--- config.mk ---
export PLATFORM = sky130hd
export DESIGN_NAME = capture_timer
export DESIGN_NICKNAME = d
export VERILOG_FILES = /design/src/rtl/ct_pkg.sv /design/src/rtl/ct_sync_edge.sv /design/src/rtl/ct_prescaler.sv /design/src/rtl/ct_half.sv /design/src/rtl/capture_timer.sv
export SDC_FILE = /design/constraint.sdc
export NUM_CORES = 1
export LEC_CHECK = 0
export BUFFER_PORTS_ARGS = -buffer_cell sky130_fd_sc_hd__buf_2
export CORE_ASPECT_RATIO = 0.9
export CORE_MARGIN = 1.5
export CORE_UTILIZATION = 65
export CTS_BUF_LIST = sky130_fd_sc_hd__clkbuf_8
export DETAILED_ROUTE_END_ITERATION = 10
export GPL_ROUTABILITY_DRIVEN = 1
export PLACE_DENSITY = 0.85
export SETUP_SLACK_MARGIN = 0.5
export SKIP_LAST_GASP = 1
export SLEW_MARGIN = 20
export SYNTH_ARGS = -nofsm -noshare
export SYNTH_HDL_FRONTEND = slang
export SYNTH_HIERARCHICAL = 1
export SYNTH_SLANG_ARGS = --single-unit
--- constraint.sdc ---
create_clock -name clk -period 4.6 [get_ports clk]
set_input_delay 0.92 -clock clk [delete_from_list [all_inputs] [get_ports clk]]
set_output_delay 0.92 -clock clk [all_outputs]
set_load 0.02 [all_outputs]
--- src/rtl/ct_pkg.sv ---
package ct_pkg;

    typedef enum logic [1:0] {
        MODE_DUAL     = 2'd0,
        MODE_SPLIT    = 2'd1,
        MODE_WIDE_TMR = 2'd2,
        MODE_WIDE_EVT = 2'd3
    } ct_mode_e;

    localparam logic [2:0] A_CTRL   = 3'd0;
    localparam logic [2:0] A_PRE    = 3'd1;
    localparam logic [2:0] A_MLO    = 3'd2;
    localparam logic [2:0] A_MHI    = 3'd3;
    localparam logic [2:0] A_CAPLO  = 3'd4;
    localparam logic [2:0] A_CAPHI  = 3'd5;
    localparam logic [2:0] A_CNTLO  = 3'd6;  // write: flag clear
    localparam logic [2:0] A_CNTHI  = 3'd7;

    function automatic logic is_wide(input ct_mode_e m);
        return (m == MODE_WIDE_TMR) || (m == MODE_WIDE_EVT);
    endfunction

    function automatic logic lo_on_events(input ct_mode_e m);
        return m == MODE_WIDE_EVT;
    endfunction

    function automatic logic hi_on_events(input ct_mode_e m);
        return (m == MODE_SPLIT) || (m == MODE_WIDE_EVT);
    endfunction

endpackage

--- src/rtl/ct_sync_edge.sv ---
module ct_sync_edge #(
    parameter int STAGES = 2
) (
    input  logic clk,
    input  logic rst,
    input  logic din,
    output logic rise
);
    localparam int SHW = STAGES + 1;

    logic [SHW-1:0] sh_q;

    always_ff @(posedge clk) begin
        if (rst) sh_q <= '0;
        else     sh_q <= {sh_q[SHW-2:0], din};
    end

    assign rise = sh_q[STAGES-1] & ~sh_q[STAGES];
endmodule

--- src/rtl/ct_prescaler.sv ---
module ct_prescaler #(
    parameter int W = 8
) (
    input  logic         clk,
    input  logic         rst,
    input  logic         restart,
    input  logic [W-1:0] limit,
    output logic         tick
);
    logic [W-1:0] cnt_q;

    assign tick = (cnt_q == limit);

    always_ff @(posedge clk) begin
        if (rst || restart) cnt_q <= '0;
        else if (tick)      cnt_q <= '0;
        else                cnt_q <= cnt_q + 1'b1;
    end
endmodule

--- src/rtl/ct_half.sv ---
module ct_half #(
    parameter int W = 8
) (
    input  logic         clk,
    input  logic         rst,
    input  logic         restart,
    input  logic         step,
    input  logic         reload,
    output logic [W-1:0] cnt
);
    always_ff @(posedge clk) begin
        if (rst || restart) cnt <= '0;
        else if (step)      cnt <= reload ? '0 : cnt + 1'b1;
    end
endmodule

--- src/rtl/capture_timer.sv ---
module capture_timer
    import ct_pkg::*;
#(
    parameter int W = 8,
    parameter int SYNC_STAGES = 2
) (
    input  logic         clk,
    input  logic         rst,
    input  logic         wr_en,
    input  logic [2:0]   wr_addr,
    input  logic [W-1:0] wr_data,
    input  logic [2:0]   rd_addr,
    output logic [W-1:0] rd_data,
    input  logic         evt_in,
    input  logic         cap_lo_in,
    input  logic         cap_hi_in,
    output logic         irq_lo,
    output logic         irq_hi
);
    localparam int PADW = W - 4;

    ct_mode_e     mode_q;
    logic [W-1:0] pre_q, mlo_q, mhi_q, cap_lo_q, cap_hi_q;
    logic         flag_lo_q, flag_hi_q;
    logic [W-1:0] cnt_lo, cnt_hi;

    logic mode_wr, flag_wr, wide, tick;
    logic evt_rise, cap_lo_rise, cap_hi_rise;
    logic lo_step, hi_step, lo_reload, hi_reload, full_match;

    assign mode_wr = wr_en && (wr_addr == A_CTRL);
    assign flag_wr = wr_en && (wr_addr == A_CNTLO);
    assign wide    = is_wide(mode_q);

    ct_sync_edge #(.STAGES(SYNC_STAGES)) u_sync_evt (
        .clk(clk), .rst(rst), .din(evt_in), .rise(evt_rise));
    ct_sync_edge #(.STAGES(SYNC_STAGES)) u_sync_caplo (
        .clk(clk), .rst(rst), .din(cap_lo_in), .rise(cap_lo_rise));
    ct_sync_edge #(.STAGES(SYNC_STAGES)) u_sync_caphi (
        .clk(clk), .rst(rst), .din(cap_hi_in), .rise(cap_hi_rise));

    ct_prescaler #(.W(W)) u_pre (
        .clk(clk), .rst(rst), .restart(mode_wr), .limit(pre_q), .tick(tick));

    always_comb begin
        full_match = (cnt_lo == mlo_q) && (cnt_hi == mhi_q);
        lo_step    = lo_on_events(mode_q) ? evt_rise : tick;
        if (wide) begin
            lo_reload = full_match;
            hi_reload = full_match;
            hi_step   = lo_step && ((cnt_lo == '1) || full_match);
        end else begin
            lo_reload = (cnt_lo == mlo_q);
            hi_reload = (cnt_hi == mhi_q);
            hi_step   = hi_on_events(mode_q) ? evt_rise : tick;
        end
    end

    ct_half #(.W(W)) u_lo (
        .clk(clk), .rst(rst), .restart(mode_wr),
        .step(lo_step), .reload(lo_reload), .cnt(cnt_lo));
    ct_half #(.W(W)) u_hi (
        .clk(clk), .rst(rst), .restart(mode_wr),
        .step(hi_step), .reload(hi_reload), .cnt(cnt_hi));

    // configuration registers
    always_ff @(posedge clk) begin
        if (rst) begin
            mode_q <= MODE_DUAL;
            pre_q  <= '0;
            mlo_q  <= '1;
            mhi_q  <= '1;
        end else if (wr_en) begin
            case (wr_addr)
                A_CTRL:  mode_q <= ct_mode_e'(wr_data[1:0]);
                A_PRE:   pre_q  <= wr_data;
                A_MLO:   mlo_q  <= wr_data;
                A_MHI:   mhi_q  <= wr_data;
                default: ;
            endcase
        end
    end

    // sticky flags: a set on the same edge wins over a clear
    always_ff @(posedge clk) begin
        if (rst) begin
            flag_lo_q <= 1'b0;
            flag_hi_q <= 1'b0;
        end else begin
            if (!wide && lo_step && lo_reload) flag_lo_q <= 1'b1;
            else if (flag_wr && wr_data[0])    flag_lo_q <= 1'b0;
            if (hi_step && hi_reload)          flag_hi_q <= 1'b1;
            else if (flag_wr && wr_data[1])    flag_hi_q <= 1'b0;
        end
    end

    // capture registers
    always_ff @(posedge clk) begin
        if (rst) begin
            cap_lo_q <= '0;
            cap_hi_q <= '0;
        end else begin
            if (cap_lo_rise) cap_lo_q <= cnt_lo;
            if (wide) begin
                if (cap_lo_rise) cap_hi_q <= cnt_hi;
            end else if (cap_hi_rise) begin
                cap_hi_q <= cnt_hi;
            end
        end
    end

    always_comb begin
        case (rd_addr)
            A_CTRL:  rd_data = {{PADW{1'b0}}, flag_hi_q, flag_lo_q, mode_q};
            A_PRE:   rd_data = pre_q;
            A_MLO:   rd_data = mlo_q;
            A_MHI:   rd_data = mhi_q;
            A_CAPLO: rd_data = cap_lo_q;
            A_CAPHI: rd_data = cap_hi_q;
            A_CNTLO: rd_data = cnt_lo;
            default: rd_data = cnt_hi;
        endcase
    end

    assign irq_lo = flag_lo_q;
    assign irq_hi = flag_hi_q;
endmodule

==> metrics <==
status finished clean; crit end category output pin; WHS Endpoint u_sync_caphi/sh_q[1]$_SDFF_PP0_; area of the multi-input gates between 2000 and 2500 sq um; largest net degree at the start of global routing 40; die extent in y between 70 and 80 microns; Net Sw Power 0.000401 W; CTS root buffer clkbuf_8; ys async rst share 0%; Clk pwr share 35.3%; share of cells above drive strength 1 between 10% and 20%; Hold Vio Cnt, Final 0; drt initial violations 282; # diodes 0; CTS H-tree lvls 3; Worst R2R Path Depth 8; sequential share of power 50.2%; core area approximately 5800 sq um; top_reg_cell synth dfxtp_1; switching fraction of total power between 20% and 30%; Comb pwr share between 10% and 20%; RR Startpoint u_pre/cnt_q[3]$_SDFF_PP0_; Synth top area share between 30 and 40%; Max Cap Viol 0; Die Width 85.7 microns; worst skew pair latency between 0.3 and 0.4 ns; port bufs 29; Final Skew 0.00366 ns; routability cong. about 0.96; vias in the first global route a little over 3,000; most frequent cells in the layout dfxtp_1, nor2_1, nand2_1, xor2_1, mux2i_1; Hold Buf Count CTS 0; Register Area approximately 1500 sq um; Residual DRC 0; first-pass GRT wire length 15,100 microns; clock-pin slew on the worst setup and hold paths around 0.07 ns; Synth area leader dfxtp_1; EDFF count, synth 0; syn avg cell area about 9.5 sq um; antenna violations before repair 0; worst slew pin tran approximately 0.7 ns; post-synth net total 442; fmax 0.294 GHz; register bit count reported by yosys 77; synth unique cells 59; Hold Startpoint u_sync_caphi/sh_q[0]$_SDFF_PP0_; Tmin final ~3.4 ns; startpoint types input pin; post-place setup slack 1.28 ns; vias post-DR between 3,000 and 4,000; I/O pin cnt 30; Fill cells ~460; ANT nets after route 0; maximum VDD drop between 0.0003 and 0.0004 V; Via density about 6.4; Slew Limit Fails 0; Die ar. 6630 sq um; CTS tree built; clock tree buffer depth 2; clk sink count 77; worst path required time 3.68 ns; Initial Util 69.1%; setup TNS 0 ns; number of setup buffers added after CTS 0; DRT Pass-1 Iters 5; worst hold stages 1; design internal power roughly 0.0011 W; # resized after CTS 0; setup ws final about 1.2 ns; Mapped Cells around 420; Final setup viols 0; R2R Path End u_hi/cnt[7]$_SDFFE_PP0P_; Hold Path Class register to register; Rows 26; WL/cell around 18 microns; CP Max Fanout 26; GR Util All Layers 29.5%; Syn Std Cell Area 4000 sq um; top post-synthesis cells by area dfxtp_1, mux2i_1, xor2_1, nor2_1, nor2b_1; commonest non-fill, non-tap cell in the layout dfxtp_1; Final #Nets 462; Pleak ~1.7 nW; R2R Setup Slk ~1.4 ns; slew margin rel. ~53%; DP HPWL around 6800 microns; TritonCTS buffer count 9; Crit Path Class input pin to output pin; GRT overflow 0; sequential fraction of the synthesis area between 30% and 40%; drt total wl roughly 9400 microns; crit path DAT between 2 and 2.5 ns; PwrDens around 340 nW/um^2; post-route clock period utilization between 70 and 80%; RSZ-0062 raised after global routing no; Yosys warnings 6; synthesis-to-layout area growth 7.98%
-- cells in the mapped netlist (2+ instances only) --
cell,count
mux2i_1,31
o21ai_0,11
nand3b_1,10
or4_1,2
dfxtp_1,77
nor4_2,3
clkbuf_1,5
xor2_1,32
nand2b_1,2
and4b_1,2
nand4b_1,2
nor2b_2,3
a22o_1,3
mux2_2,9
nor2b_1,22
buf_1,3
nor2_1,40
nor4_4,3
inv_1,4
nand4_1,12
nand3_1,6
nand2_1,36
o22ai_1,4
buf_4,3
nor3_1,4
buf_2,7
a211o_1,10
a221o_1,2
a211oi_1,8
o211ai_1,3
a21oi_1,13
a221oi_1,7
mux4_2,3
a31oi_1,2
ha_1,3
buf_6,3
or3_1,7
-- sequential cells by signal (all words and copies together) (netlist names), 8 cells and up --
| register | flops |
|---|---|
| cap_hi_q | 8 |
| cap_lo_q | 8 |
| mhi_q | 8 |
| mlo_q | 8 |
| pre_q | 8 |
| u_hi/cnt | 8 |
| u_lo/cnt | 8 |
| u_pre/cnt_q | 8 |
-- logic make-up after synthesis --
logic type | share of synthesized area (%)
buf+inv | 3.91
compound gates | 13.0
mux | 12.5
simple gates | 23.8
xor+xnor | 7.23
flops | 38.5
fa+ha+maj | 0.939
-- power groups by stage --
stage               Combinational (W)  Clock [W]  Sequential [W]
global route                 0.000229   0.000542        0.000731
finish                       0.000211   0.000513        0.000729
detailed placement           0.000206          0        0.000743
floorplan                    0.000172          0        0.000730
CTS                          0.000208   0.000520        0.000728
global placement             0.000198          0        0.000742
-- per-stage QoR --
step / std cells / hold slack, ns / cell area, sq um / power, W / utilization, %
6_report: 513 / 0.440 / 4320 / 0.00145 / 74.6
5_1_grt: 513 / 0.458 / 4320 / 0.00150 / 74.6
4_1_cts: 513 / 0.444 / 4320 / 0.00146 / 74.6
3_5_place_dp: 498 / 0.428 / 4120 / 0.000948 / 71.1
3_3_place_gp: 498 / 0.416 / 4120 / 0.000941 / 71.1
2_1_floorplan: 419 / 0.414 / 4000 / 0.000902 / -
-- final cells by class --
class                           count  share of cell area [%]
Inverter                            4                   0.348
Multi-Input combinational cell    315                    53.4
Clock inverter                      4                    1.10
Sequential cell                    77                    35.7
Timing Repair Buffer               32                    3.88
Tap cell                           70                    2.03
Clock buffer                       11                    3.51
-- how the worst max path moves through the flow --
| stage | end | startpoint | slack (ns) |
|---|---|---|---|
| after detailed placement | rd_data[2] | rd_addr[0] | 1.28 |
| final | rd_data[2] | rd_addr[0] | 1.20 |
| after CTS | rd_data[2] | rd_addr[0] | 1.26 |
| after global routing | rd_data[2] | rd_addr[0] | 1.09 |
| after global placement | rd_data[2] | rd_addr[0] | 1.31 |
| after floorplan | rd_data[0] | rd_addr[2] | 1.61 |
-- worst max-delay path: stages --
cell,delay (ns)
buf_2,0.38
nor2b_1,0.43
a22o_1,0.20
a211oi_1,0.07
a31oi_1,0.25
buf_2,0.22
-- per-layer routing --
layer / up-vias / GRT usage (%) / wire length, microns / part of all wire, %
li1: 1557 / - / - / -
met1: 1594 / 39.5 / 4180 / 44
met2: 126 / 47.3 / 4450 / 47
met3: 13 / 7.02 / 634 / 6.7
met4: 0 / 9.03 / 140 / 1.5
met5: - / 0 / 0 / 0
Note: power is estimated with default switching activity, not from simulation.
